$ cat config.mk
export PLATFORM = sky130hd
export DESIGN_NAME = txerr_resync_ctrl
export DESIGN_NICKNAME = d
export VERILOG_FILES = /design/src/rtl/ters_pkg.sv /design/src/rtl/ters_burst_mon.sv /design/src/rtl/ters_evt_status.sv /design/src/rtl/ters_sync_ctl.sv /design/src/rtl/txerr_resync_ctrl.sv
export SDC_FILE = /design/constraint.sdc
export NUM_CORES = 1
export LEC_CHECK = 0
export ABC_AREA = 1
export BUFFER_PORTS_ARGS = -buffer_cell sky130_fd_sc_hd__buf_2
export CAP_MARGIN = 20
export CORE_MARGIN = 5
export CORE_UTILIZATION = 59
export DETAILED_ROUTE_END_ITERATION = 8
export PLACE_DENSITY = 0.84
export RECOVER_POWER = 100
export SKIP_CTS_REPAIR_TIMING = 1
export SLEW_MARGIN = 5
export SYNTH_ARGS = -nofsm -noshare
export SYNTH_HDL_FRONTEND = slang
export SYNTH_SLANG_ARGS = --single-unit
$ cat constraint.sdc
create_clock -name clk -period 3.2 [get_ports clk]
set_input_delay 0.48 -clock clk [delete_from_list [all_inputs] [get_ports clk]]
set_output_delay 0.48 -clock clk [all_outputs]
set_load 0.005 [all_outputs]
$ cat src/rtl/ters_pkg.sv
package ters_pkg;
    localparam int NUM_EVT      = 8;
    localparam int STAT_W       = NUM_EVT + 1;
    localparam int EV_BURST_BIG = 2;        // bit driven by the burst monitor
    localparam int SYNCERR_BIT  = NUM_EVT;  // status-only fatal summary bit

    typedef enum logic [1:0] {
        SEL_CTL   = 2'd0,
        SEL_STAT  = 2'd1,
        SEL_IMASK = 2'd2,
        SEL_FMASK = 2'd3
    } reg_sel_e;
endpackage

$ cat src/rtl/ters_burst_mon.sv
module ters_burst_mon #(
    parameter int MAX_BURST_BYTES = 524288,
    parameter int BEAT_BYTES      = 8
) (
    input  logic clk,
    input  logic rst_n,
    input  logic beat_i,
    input  logic last_i,
    output logic too_big_o
);
    localparam int LIMIT_BEATS = MAX_BURST_BYTES / BEAT_BYTES;
    localparam int CNT_W       = $clog2(LIMIT_BEATS + 1);
    localparam logic [CNT_W-1:0] LIMIT_C = CNT_W'(LIMIT_BEATS);

    typedef struct packed {
        logic [CNT_W-1:0] cnt;
    } state_t;

    state_t s_d, s_q;

    always_comb begin
        s_d       = s_q;
        too_big_o = beat_i && (s_q.cnt == LIMIT_C);
        if (beat_i) begin
            if (last_i)
                s_d.cnt = '0;
            else if (s_q.cnt != LIMIT_C)
                s_d.cnt = s_q.cnt + 1'b1;
        end
    end

    always_ff @(posedge clk) begin
        if (!rst_n) s_q <= '0;
        else        s_q <= s_d;
    end
endmodule

$ cat src/rtl/ters_evt_status.sv
module ters_evt_status
    import ters_pkg::*;
(
    input  logic              clk,
    input  logic              rst_n,
    input  logic [NUM_EVT-1:0] evt_i,
    input  logic              we_i,
    input  logic [1:0]        sel_i,
    input  logic [STAT_W-1:0] wdata_i,
    output logic [STAT_W-1:0] status_o,
    output logic [NUM_EVT-1:0] imask_o,
    output logic [NUM_EVT-1:0] fmask_o,
    output logic              irq_o,
    output logic              fatal_o
);
    typedef struct packed {
        logic [STAT_W-1:0]  status;
        logic [NUM_EVT-1:0] imask;
        logic [NUM_EVT-1:0] fmask;
        logic               irq;
    } state_t;

    state_t            s_d, s_q;
    logic [STAT_W-1:0] clr;
    logic              fatal;

    always_comb begin
        s_d   = s_q;
        fatal = |(evt_i & s_q.fmask);
        clr   = (we_i && sel_i == SEL_STAT) ? wdata_i : '0;
        // set has priority over write-one-to-clear
        s_d.status[NUM_EVT-1:0] = (s_q.status[NUM_EVT-1:0] & ~clr[NUM_EVT-1:0]) | evt_i;
        s_d.status[SYNCERR_BIT] = (s_q.status[SYNCERR_BIT] & ~clr[SYNCERR_BIT]) | fatal;
        if (we_i && sel_i == SEL_IMASK) s_d.imask = wdata_i[NUM_EVT-1:0];
        if (we_i && sel_i == SEL_FMASK) s_d.fmask = wdata_i[NUM_EVT-1:0];
        s_d.irq = |(s_q.status[NUM_EVT-1:0] & s_q.imask);
    end

    always_ff @(posedge clk) begin
        if (!rst_n) s_q <= '0;
        else        s_q <= s_d;
    end

    assign status_o = s_q.status;
    assign imask_o  = s_q.imask;
    assign fmask_o  = s_q.fmask;
    assign irq_o    = s_q.irq;
    assign fatal_o  = fatal;
endmodule

$ cat src/rtl/ters_sync_ctl.sv
module ters_sync_ctl
    import ters_pkg::*;
(
    input  logic       clk,
    input  logic       rst_n,
    input  logic       we_i,
    input  logic [1:0] sel_i,
    input  logic       ifen_wr_i,
    input  logic       sten_wr_i,
    input  logic       fatal_i,
    input  logic       syncerr_i,
    input  logic       cal_req_i,
    output logic       inf_en_o,
    output logic       stat_en_o,
    output logic       train_o,
    output logic       dp_run_o,
    output logic       credit_flush_o,
    output logic       cal_ok_o
);
    typedef struct packed {
        logic inf_en;
        logic stat_en;
        logic train;
        logic armed;   // syncerr cleared and enable seen low while training
        logic flush;
    } state_t;

    state_t s_d, s_q;

    always_comb begin
        s_d = s_q;
        if (we_i && sel_i == SEL_CTL) begin
            s_d.inf_en  = ifen_wr_i;
            s_d.stat_en = sten_wr_i;
        end
        s_d.flush = s_q.inf_en & ~s_d.inf_en;
        s_d.armed = s_q.train & ~fatal_i &
                    (s_q.armed | (~syncerr_i & ~s_q.inf_en));
        s_d.train = fatal_i | (s_q.train & ~(s_q.armed & s_q.inf_en));
    end

    always_ff @(posedge clk) begin
        if (!rst_n) s_q <= '0;
        else        s_q <= s_d;
    end

    assign inf_en_o       = s_q.inf_en;
    assign stat_en_o      = s_q.stat_en;
    assign train_o        = s_q.train;
    assign dp_run_o       = s_q.inf_en & ~s_q.train;
    assign credit_flush_o = s_q.flush;
    assign cal_ok_o       = cal_req_i & ~s_q.inf_en;
endmodule

$ cat src/rtl/txerr_resync_ctrl.sv
module txerr_resync_ctrl
    import ters_pkg::*;
#(
    parameter int MAX_BURST_BYTES = 524288,
    parameter int BEAT_BYTES      = 8
) (
    input  logic              clk,
    input  logic              rst_n,
    input  logic [NUM_EVT-1:0] evt_i,
    input  logic              beat_i,
    input  logic              beat_last_i,
    input  logic              reg_we_i,
    input  logic [1:0]        reg_sel_i,
    input  logic [STAT_W-1:0] reg_wdata_i,
    input  logic              cal_req_i,
    output logic [STAT_W-1:0] status_o,
    output logic              irq_o,
    output logic              inf_en_o,
    output logic              stat_en_o,
    output logic              train_o,
    output logic              dp_run_o,
    output logic              credit_flush_o,
    output logic              cal_ok_o
);
    logic               burst_evt;
    logic               fatal;
    logic [NUM_EVT-1:0] evt_eff;
    logic [NUM_EVT-1:0] imask_w;
    logic [NUM_EVT-1:0] fmask_w;

    ters_burst_mon #(
        .MAX_BURST_BYTES(MAX_BURST_BYTES),
        .BEAT_BYTES     (BEAT_BYTES)
    ) u_burst (
        .clk      (clk),
        .rst_n    (rst_n),
        .beat_i   (beat_i),
        .last_i   (beat_last_i),
        .too_big_o(burst_evt)
    );

    for (genvar g = 0; g < NUM_EVT; g++) begin : g_evt
        if (g == EV_BURST_BIG) begin : g_burst
            assign evt_eff[g] = evt_i[g] | burst_evt;
        end else begin : g_plain
            assign evt_eff[g] = evt_i[g];
        end
    end

    ters_evt_status u_status (
        .clk     (clk),
        .rst_n   (rst_n),
        .evt_i   (evt_eff),
        .we_i    (reg_we_i),
        .sel_i   (reg_sel_i),
        .wdata_i (reg_wdata_i),
        .status_o(status_o),
        .imask_o (imask_w),
        .fmask_o (fmask_w),
        .irq_o   (irq_o),
        .fatal_o (fatal)
    );

    ters_sync_ctl u_sync (
        .clk           (clk),
        .rst_n         (rst_n),
        .we_i          (reg_we_i),
        .sel_i         (reg_sel_i),
        .ifen_wr_i     (reg_wdata_i[0]),
        .sten_wr_i     (reg_wdata_i[3]),
        .fatal_i       (fatal),
        .syncerr_i     (status_o[SYNCERR_BIT]),
        .cal_req_i     (cal_req_i),
        .inf_en_o      (inf_en_o),
        .stat_en_o     (stat_en_o),
        .train_o       (train_o),
        .dp_run_o      (dp_run_o),
        .credit_flush_o(credit_flush_o),
        .cal_ok_o      (cal_ok_o)
    );
endmodule

---- Word-level counts from Yosys, hierarchy flattened ----
Index checks and enable logic that the tools add are counted.
cells by class
  add/sub/neg operators ................... 1
  multiply operators ...................... 0
  div/mod/pow operators ................... 0
  magnitude comparators ................... 0
  equality and inequality tests ........... 5
  shift operators ......................... 0
  muxes and demuxes ....................... 4
  bitwise logic cells ..................... 25
  reduce and logical (&&, ||, !) cells .... 10
operators by type and width
  operator                                       number
  2-to-1 mux 17 bit                              2
  bitwise AND 8 bit                              3
  adder 17 x 1 -> 17 bit, second input constant  1
  == test 17 bit, second input constant          1
  inequality test 17 bit, second input constant  1
  OR reduction 8 bit                             2
  bitwise AND 1 bit                              9
  2-to-1 mux 9 bit                               1
  inverter 8 bit                                 1
  bitwise OR 8 bit                               1
  inverter 1 bit                                 7
  logical AND 1 bit                              5
  == test 2 bit, second input constant           2
  bitwise OR 1 bit                               4
  == test 2 x 1 -> 1 bit, second input constant  1
  zero test 2 bit                                1
  2-to-1 mux 2 bit                               1
  AND reduction 2 bit                            1
  nonzero test 2 bit                             1
storage, ports and cells
  flip-flop bits (word level) ............. 48
  latch bits .............................. 0
  memory bits (writable) .................. 0
  memory bits (read-only) ................. 0
  input bits .............................. 25
  output and inout port bits .............. 16
  logic and storage cells ................. 55
  memories ................................ 0

---- Longest topological paths before layout ----
Gate-level depths: netlist of run 1.
  depth in word-level cells ............... 8
  gate-level depth with buffers ........... 13
  depth with buffers taken out ............ 13

---- Modules after synthesis ----
From an unflattened synthesis of run 1, not the netlist that was laid out.
second synthesis, totals
  cell total of the unflattened synthesis .. 393
  area, all modules ....................... 2518.7 um2
modules (own cells, without submodules)
  module             times used  cells an instance  area each (um2)  sequential area each (um2)
  ters_burst_mon     1           218                1224.9           340.3
  ters_evt_status    1           142                1076.0           520.5
  ters_sync_ctl      1           30                 206.4            100.1
  txerr_resync_ctrl  1           3                  11.3             0.0

---- Least setup slack after synthesis of run 1 ----
OpenSTA, ideal clock, no wires.
  kind .................................... register -> register
  start point ............................. register u_burst.s_q[0] (netlist name)
  end point ............................... register u_burst.s_q[7] (netlist name)
  library setup time ...................... 0.113 ns
  arrival time ............................ 1.320 ns
  required time ........................... 3.087 ns
  slack ................................... 1.767 ns
  cell stages (with the launch flop) ...... 14
  path buffers ............................ 1
  period minus slack after synthesis ...... 1.433 ns
  cells stage by stage .................... dfxtp_1 > inv_1 > ha_1 > inv_1 > nor2_1 > nand2_1 > nor2_2 > nand2_2 > nand2_4 > nand2_4 > buf_6 > nand3_2 > nor2_1 > nor2_1
on the way
  longest elaborated chain between the ends .. 3
  elaborated cells between the ends (all ways) .. 6
  classes of those cells .................. 1 x add/sub; 1 x eq/ne; 2 x mux; 2 x reduce/logical
ends and longest elaborated chain
  element                                                                  RTL line                                    RTL
  start, declared                                                          ters_burst_mon.sv:19                        state_t s_d, s_q;
  start signal, assigned                                                   ters_burst_mon.sv:33                        if (!rst_n) s_q <= '0;
  start signal, assigned                                                   ters_burst_mon.sv:34                        else s_q <= s_d;
  adder 17 x 1 -> 17 bit / inequality test 17 bit (equally long branches)  ters_burst_mon.sv:28, ters_burst_mon.sv:27
  2-to-1 mux 17 bit / nonzero test 2 bit (equally long branches)           -
  2-to-1 mux 17 bit / AND reduction 2 bit (equally long branches)          -
Parallel ways exist; a longest one is shown, timed or not. The select of a mux whose other input is x is not followed.
A chain may end at the register's enable or synchronous reset.

---- Worst setup path after layout of run 1 ----
Ends and elaborated chain as after synthesis.

==> flow_summary.json, run 1 <==
{
  "drt_wl_total_um": 5340,
  "die_h_um": 72.7,
  "hold_viol_final": 0,
  "hold_ws_ps": 424,
  "clockRootBuffer": "clkbuf_8",
  "power.density_nw_per_um2": 441,
  "via_per_inst": 5.17,
  "initial_utilization_pct": 61.9,
  "ir_worst_vdd_mv": 0.293,
  "die_area_um2": 5280,
  "arrival_ps": 2210,
  "gp_congestion": 0.917,
  "antenna_left": 0,
  "drtIter0Drc": 109,
  "drt-pass1-iter-count": 4,
  "grt_pass1_wl_um": 9050,
  "cts_tree": "done",
  "finalMaxSlewViolations": 0,
  "postSynthCellCount": 342,
  "grt_overflow": 0,
  "dp_hpwl_um": 4030,
  "finalSetupViolations": 0,
  "core.rowCount": 22,
  "ys_seq_area_share_pct": 41.5,
  "drive_above_1_share_pct": 12.3,
  "required_ps": 3400,
  "syn-num-nets": 369,
  "grt_pass1_vias": 2119,
  "grt_antenna_before_repair": 0,
  "grt_max_degree": 23,
  "cap_violations": 0,
  "clock-sinks": 48,
  "fin_nets": 408,
  "rsz0062_at_grt": "no",
  "skew_ps": 6.04,
  "clk_latency_ps": 300,
  "start_kind": "flip-flop",
  "cts.clk_slew.worst_paths_ps": 90,
  "crit_type": "flip-flop to flip-flop",
  "cts_max_path_buffers": 2,
  "status": "completed",
  "io_pins": 41,
  "finalPower_mw": 1.15,
  "final_area_um2": 2600,
  "postPlaceCellArea_um2": 2530,
  "syn-cell-area_um2": 2320,
  "grt_usage_pct": 21.6,
  "fmax_mhz": 498,
  "area_growth_pct": 12.2,
  "cp_max_fo": 13,
  "drc_errors": 0,
  "worst_pin_slew_ps": 831,
  "synth-edff-count": 0,
  "ys_types": 28,
  "min_period_ps": 2010,
  "fillers": 357,
  "vias": 2220,
  "holdCritPathClass": "input pin to flip-flop",
  "fin_util_pct": 69.4,
  "ys_ff_latch": 48,
  "rrSetupSlack_ps": 1190,
  "num_antenna_cells": 0,
  "ys_warn_count": 0,
  "setup_tns_ps": 0,
  "wl_per_cell_um": 12.4,
  "synth_area_per_cell_um2": 6.77,
  "numPortBuffers": 40,
  "async_reset_ff_share_pct": 0,
  "htree_num_levels": 2,
  "slew_headroom_pct": 44.6,
  "synth_flop_cell": "dfxtp_1",
  "worstSetupEndpointType": "flip-flop",
  "die_x_um": 72.7,
  "leakage_nw": 1.15,
  "cts_buffers": 5,
  "finalCritPeriodShare_pct": 62.8,
  "coreArea_um2": 3740
}
-- through the flow --
stage,setup WS [ps],cells
2_1_floorplan,1770,342
3_3_place_gp,1620,422
3_5_place_dp,1510,422
4_1_cts,1570,429
5_1_grt,965,429
6_report,1190,429
-- path summary, 6_finish.rpt --
kind | startpoint | to | depth (start not counted)
hold / removal | evt_i[6] | u_status.status_o[6]$_SDFF_PN0_ | 3
setup reg to reg | u_burst.s_q[0]$_SDFFE_PN0P_ | u_burst.s_q[7]$_SDFFE_PN0P_ | 12
hold reg to reg | u_status.fmask_o[6]$_SDFFE_PN0P_ | u_status.fmask_o[6]$_SDFFE_PN0P_ | 2
setup / recovery | u_burst.s_q[0]$_SDFFE_PN0P_ | u_burst.s_q[7]$_SDFFE_PN0P_ | 12
-- flip-flops by register name (all words and copies together) (netlist names) --
register,flops
u_burst.s_q,17
u_status.status_o,9
u_status.fmask_o,8
u_status.imask_o,8
u_status.irq_o,1
u_sync.credit_flush_o,1
u_sync.inf_en_o,1
u_sync.s_q,1
u_sync.stat_en_o,1
u_sync.train_o,1
-- cell families (layout without fill, tap and decap cells) --
logic type / after synthesis / after routing / synth area share (%)
AOI/OAI and AO/OA: 67 / 67 / 15.2
adders and majority gates: 2 / 2 / 1.08
xor gates and xnor gates: 2 / 2 / 0.756
buffers and inverters: 61 / 100 / 10.5
and+or+nand+nor: 162 / 162 / 31.0
DFF: 48 / 48 / 41.5
-- synthesized netlist by cell type (all sizes together), types with 2 or more instances --
master | instances | area (um^2)
nand4 | 5 | 31.3
a21oi | 31 | 155
a221oi | 2 | 17.5
o21ai | 29 | 145
o21bai | 2 | 15.0
buf | 5 | 32.5
inv | 52 | 195
clkbuf | 3 | 11.3
nor3 | 7 | 35.0
nor2 | 56 | 238
ha | 2 | 25.0
nand3 | 17 | 95.1
nand2 | 76 | 310
xor2 | 2 | 17.5
o22ai | 2 | 12.5
dfxtp | 48 | 961
-- final cells by class --
class                           instances  area, um^2  share of cell area, %
Clock buffer                            7        96.3                   3.71
Inverter                               53         199                   7.66
Multi-Input combinational cell        233        1090                   42.1
Sequential cell                        48         961                   37.0
Tap cell                               48        60.1                   2.31
Timing Repair Buffer                   40         186                   7.18
-- critical path: stages, from the launching register on --
cell and delay, ps:
dfxtp_1 410, inv_1 100, ha_1 210, inv_1 50, nor2_1 30, nand2_1 100
nor2_2 40, nand2_1 150, nand2_4 80, nand2_1 380, nand3_1 170, nor2_1 120
nor2_1 50
-- cell usage in the layout (no fill, tap or decap) --
master	count
nand2_1	73
inv_1	52
nor2_1	49
dfxtp_1	48
a21oi_1	31
o21ai_0	28
buf_2	28
nand3_1	16
clkbuf_1	11
nor3_1	7
clkbuf_8	7
nor2_2	5
nand4_1	5
nor2_4	2
o21bai_1	2
o22ai_1	2
xor2_1	2
nand2_2	2
a221oi_1	2
ha_1	2
o211ai_1	1
nand2_4	1
clkinv_1	1
o21ai_1	1
nor3b_1	1
nand3_2	1
clkbuf_2	1
-- report_power, final --
part / total, mW / internal [mW] / switching, mW
logic: 0.117 / 0.0443 / 0.0730
clock network: 0.388 / 0.193 / 0.195
registers: 0.641 / 0.624 / 0.0169
-- per-layer routing --
| metal | global-route usage (%) | up-vias | wire length [um] |
|---|---|---|---|
| li1 | - | 1157 | - |
| met1 | 25.6 | 995 | 2340 |
| met2 | 38.9 | 59 | 2680 |
| met3 | 4.68 | 9 | 258 |
| met4 | 6.35 | 0 | 68 |
| met5 | 0 | - | 0 |
No activity file was read; power rests on OpenSTA's default activity.
==> inputs of run 2 (changes only) <==
CORE_UTILIZATION = 50   (was 59)
PLACE_DENSITY = 0.75   (was 0.84)
clock period = 1.8 ns   (was 3.2 ns; I/O delays follow)
==> run 2 against run 1 <==
Against the previous run:
- clock skew is 3.0 ps lower
- clock-buffer cell count decreased by 1
- largest power group unchanged
- wire length rose by 1.8%
- via count grew 1.3%
- design area is 0.43% higher
- hold slack lost 210 ps
- non-clock buffer count rose by 2
- worst setup slack got worse by 980 ps
- sequential power rose by 78%
==> flow_summary.json, run 2 (synthesis results as in run 1) <==
{
  "status": "completed",
  "path_cells": "inv_1 > ha_1 > inv_1 > nor2_1 > nand2_1 > nor2_1 > nand3_1 > nand2_2 > nor2_1 > nor2_1 > nor2_1",
  "finalMaxSlewViolations": 0,
  "largest-register": "u_burst.s_q",
  "drive_above_1_share_pct": 11.7,
  "critPathMaxStageDelay_ps": 350,
  "io_pins": 41,
  "die_h_um": 78.1,
  "switchingPower_uw": 517,
  "start_kind": "flip-flop",
  "coreArea_um2": 4410,
  "cp_max_fo": 9,
  "numPortBuffers": 40,
  "hold_ws_ps": 210,
  "gp_congestion": 0.831,
  "cp_top_family": "simple AND/OR/NAND/NOR gates",
  "hold_viol_final": 0,
  "grt_max_degree": 23,
  "internal_power_mw": 1.49,
  "fmax_mhz": 631,
  "grt_usage_pct": 18.1,
  "cts_max_path_buffers": 2,
  "slowest_stage": "dfxtp_1",
  "largest_reg_flops": 17,
  "final_common_cell": "nand2_1",
  "final_cell_mix": "71 x nand2_1, 52 x inv_1, 50 x nor2_1, 48 x dfxtp_1, 31 x a21oi_1",
  "clockRootBuffer": "clkbuf_8",
  "area_growth_pct": 12.6,
  "worstSetupEndpointType": "flip-flop",
  "clk_latency_ps": 300,
  "cts_buffers": 5,
  "slew_headroom_pct": 44.5,
  "drtIter0Drc": 110,
  "leakage_nw": 1.15,
  "grt_pass1_vias": 2119,
  "ir_worst_vdd_mv": 0.598,
  "worst_pin_slew_ps": 833,
  "setup_tns_ps": 0,
  "antenna_left": 0,
  "arrival_ps": 1750,
  "crit_top_cell": "nor2_1",
  "seq_area_um2": 961,
  "initial_utilization_pct": 52.5,
  "via_per_inst": 5.17,
  "core.rowCount": 24,
  "skew_ps": 2.99,
  "rsz0062_at_grt": "no",
  "required_ps": 1970,
  "num_antenna_cells": 0,
  "path_buf_inv": 2,
  "drt-pass1-iter-count": 4,
  "drc_errors": 0,
  "finalSetupViolations": 0,
  "cap_violations": 0,
  "p_sw_share_pct": 25.7,
  "die_area_um2": 6090,
  "vias": 2249,
  "fin_nets": 410,
  "dp_hpwl_um": 4090,
  "grt_antenna_before_repair": 0,
  "min_period_ps": 1590,
  "holdCritPathClass": "input pin to flip-flop",
  "finalCritPeriodShare_pct": 88.1,
  "grt_overflow": 0,
  "grt_pass1_wl_um": 9200,
  "power.density_nw_per_um2": 771,
  "drt_wl_total_um": 5440,
  "multi_input_area_um2": 1100,
  "fillers": 448,
  "crit_type": "flip-flop to flip-flop",
  "clock_power_share_pct": 32.8,
  "cts_tree": "done",
  "wl_per_cell_um": 12.5,
  "clock-sinks": 48,
  "p_seq_share_pct": 56.7,
  "p_comb_share_pct": 10.5,
  "cts.clk_slew.worst_paths_ps": 80,
  "die_x_um": 78.1,
  "htree_num_levels": 2
}
## run 2: area by class of cell
| type | instances | area share, % |
|---|---|---|
| repair buffers | 42 | 7.29 |
| clock inverters | 1 | 0.336 |
| inverters | 53 | 7.63 |
| well taps | 52 | 2.49 |
| multi-input cells | 233 | 42.3 |
| flip-flops and latches | 48 | 36.8 |
| clock buffers | 6 | 3.17 |
## run 2: worst paths after layout
path,startpoint,end,slack [ps],depth (start not counted)
worst max-delay path,u_burst.s_q[0]$_SDFFE_PN0P_,u_burst.s_q[13]$_SDFFE_PN0P_,210,11
worst min-delay path,evt_i[7],u_status.status_o[7]$_SDFF_PN0_,210,3
worst max register to register,u_burst.s_q[0]$_SDFFE_PN0P_,u_burst.s_q[13]$_SDFFE_PN0P_,210,11
worst min register to register,u_status.fmask_o[6]$_SDFFE_PN0P_,u_status.fmask_o[6]$_SDFFE_PN0P_,450,2
## run 2: power groups by stage
| stage | clock (mW) | sequential, mW | combinational, mW |
|---|---|---|---|
| after floorplan | 0 | 1.16 | 0.133 |
| after global routing | 0.720 | 1.15 | 0.243 |
| after global placement | 0 | 1.16 | 0.215 |
| final | 0.660 | 1.14 | 0.212 |
| after detailed placement | 0 | 1.16 | 0.220 |
| after CTS | 0.667 | 1.14 | 0.221 |
## run 2: per-stage QoR
step	total power, mW	setup WS [ps]	area, um^2	utilization (%)	cells
2_1_floorplan	1.29	367	2320	-	342
3_3_place_gp	1.38	317	2550	57.8	428
5_1_grt	2.11	29.4	2610	59.1	435
6_report	2.01	215	2610	59.1	435
3_5_place_dp	1.38	237	2550	57.8	428
4_1_cts	2.03	213	2640	59.9	435
## run 2: layer usage
metal	share of wire, %	wire length [um]	GRT usage [%]	vias to the layer above
li1	-	-	-	1166
met1	46	2480	22.5	1001
met2	48	2610	31.9	70
met3	4.7	256	3.55	12
met4	1.6	89	4.73	0
met5	0	0	0	-
## run 2: worst reg2reg max path, cell delays in order (launching register included)
cell and delay, ps:
dfxtp_1 350, inv_1 110, ha_1 150, inv_1 30, nor2_1 80, nand2_1 70, nor2_1 90, nand3_1 150
nand2_2 210, nor2_1 80, nor2_1 90, nor2_1 50
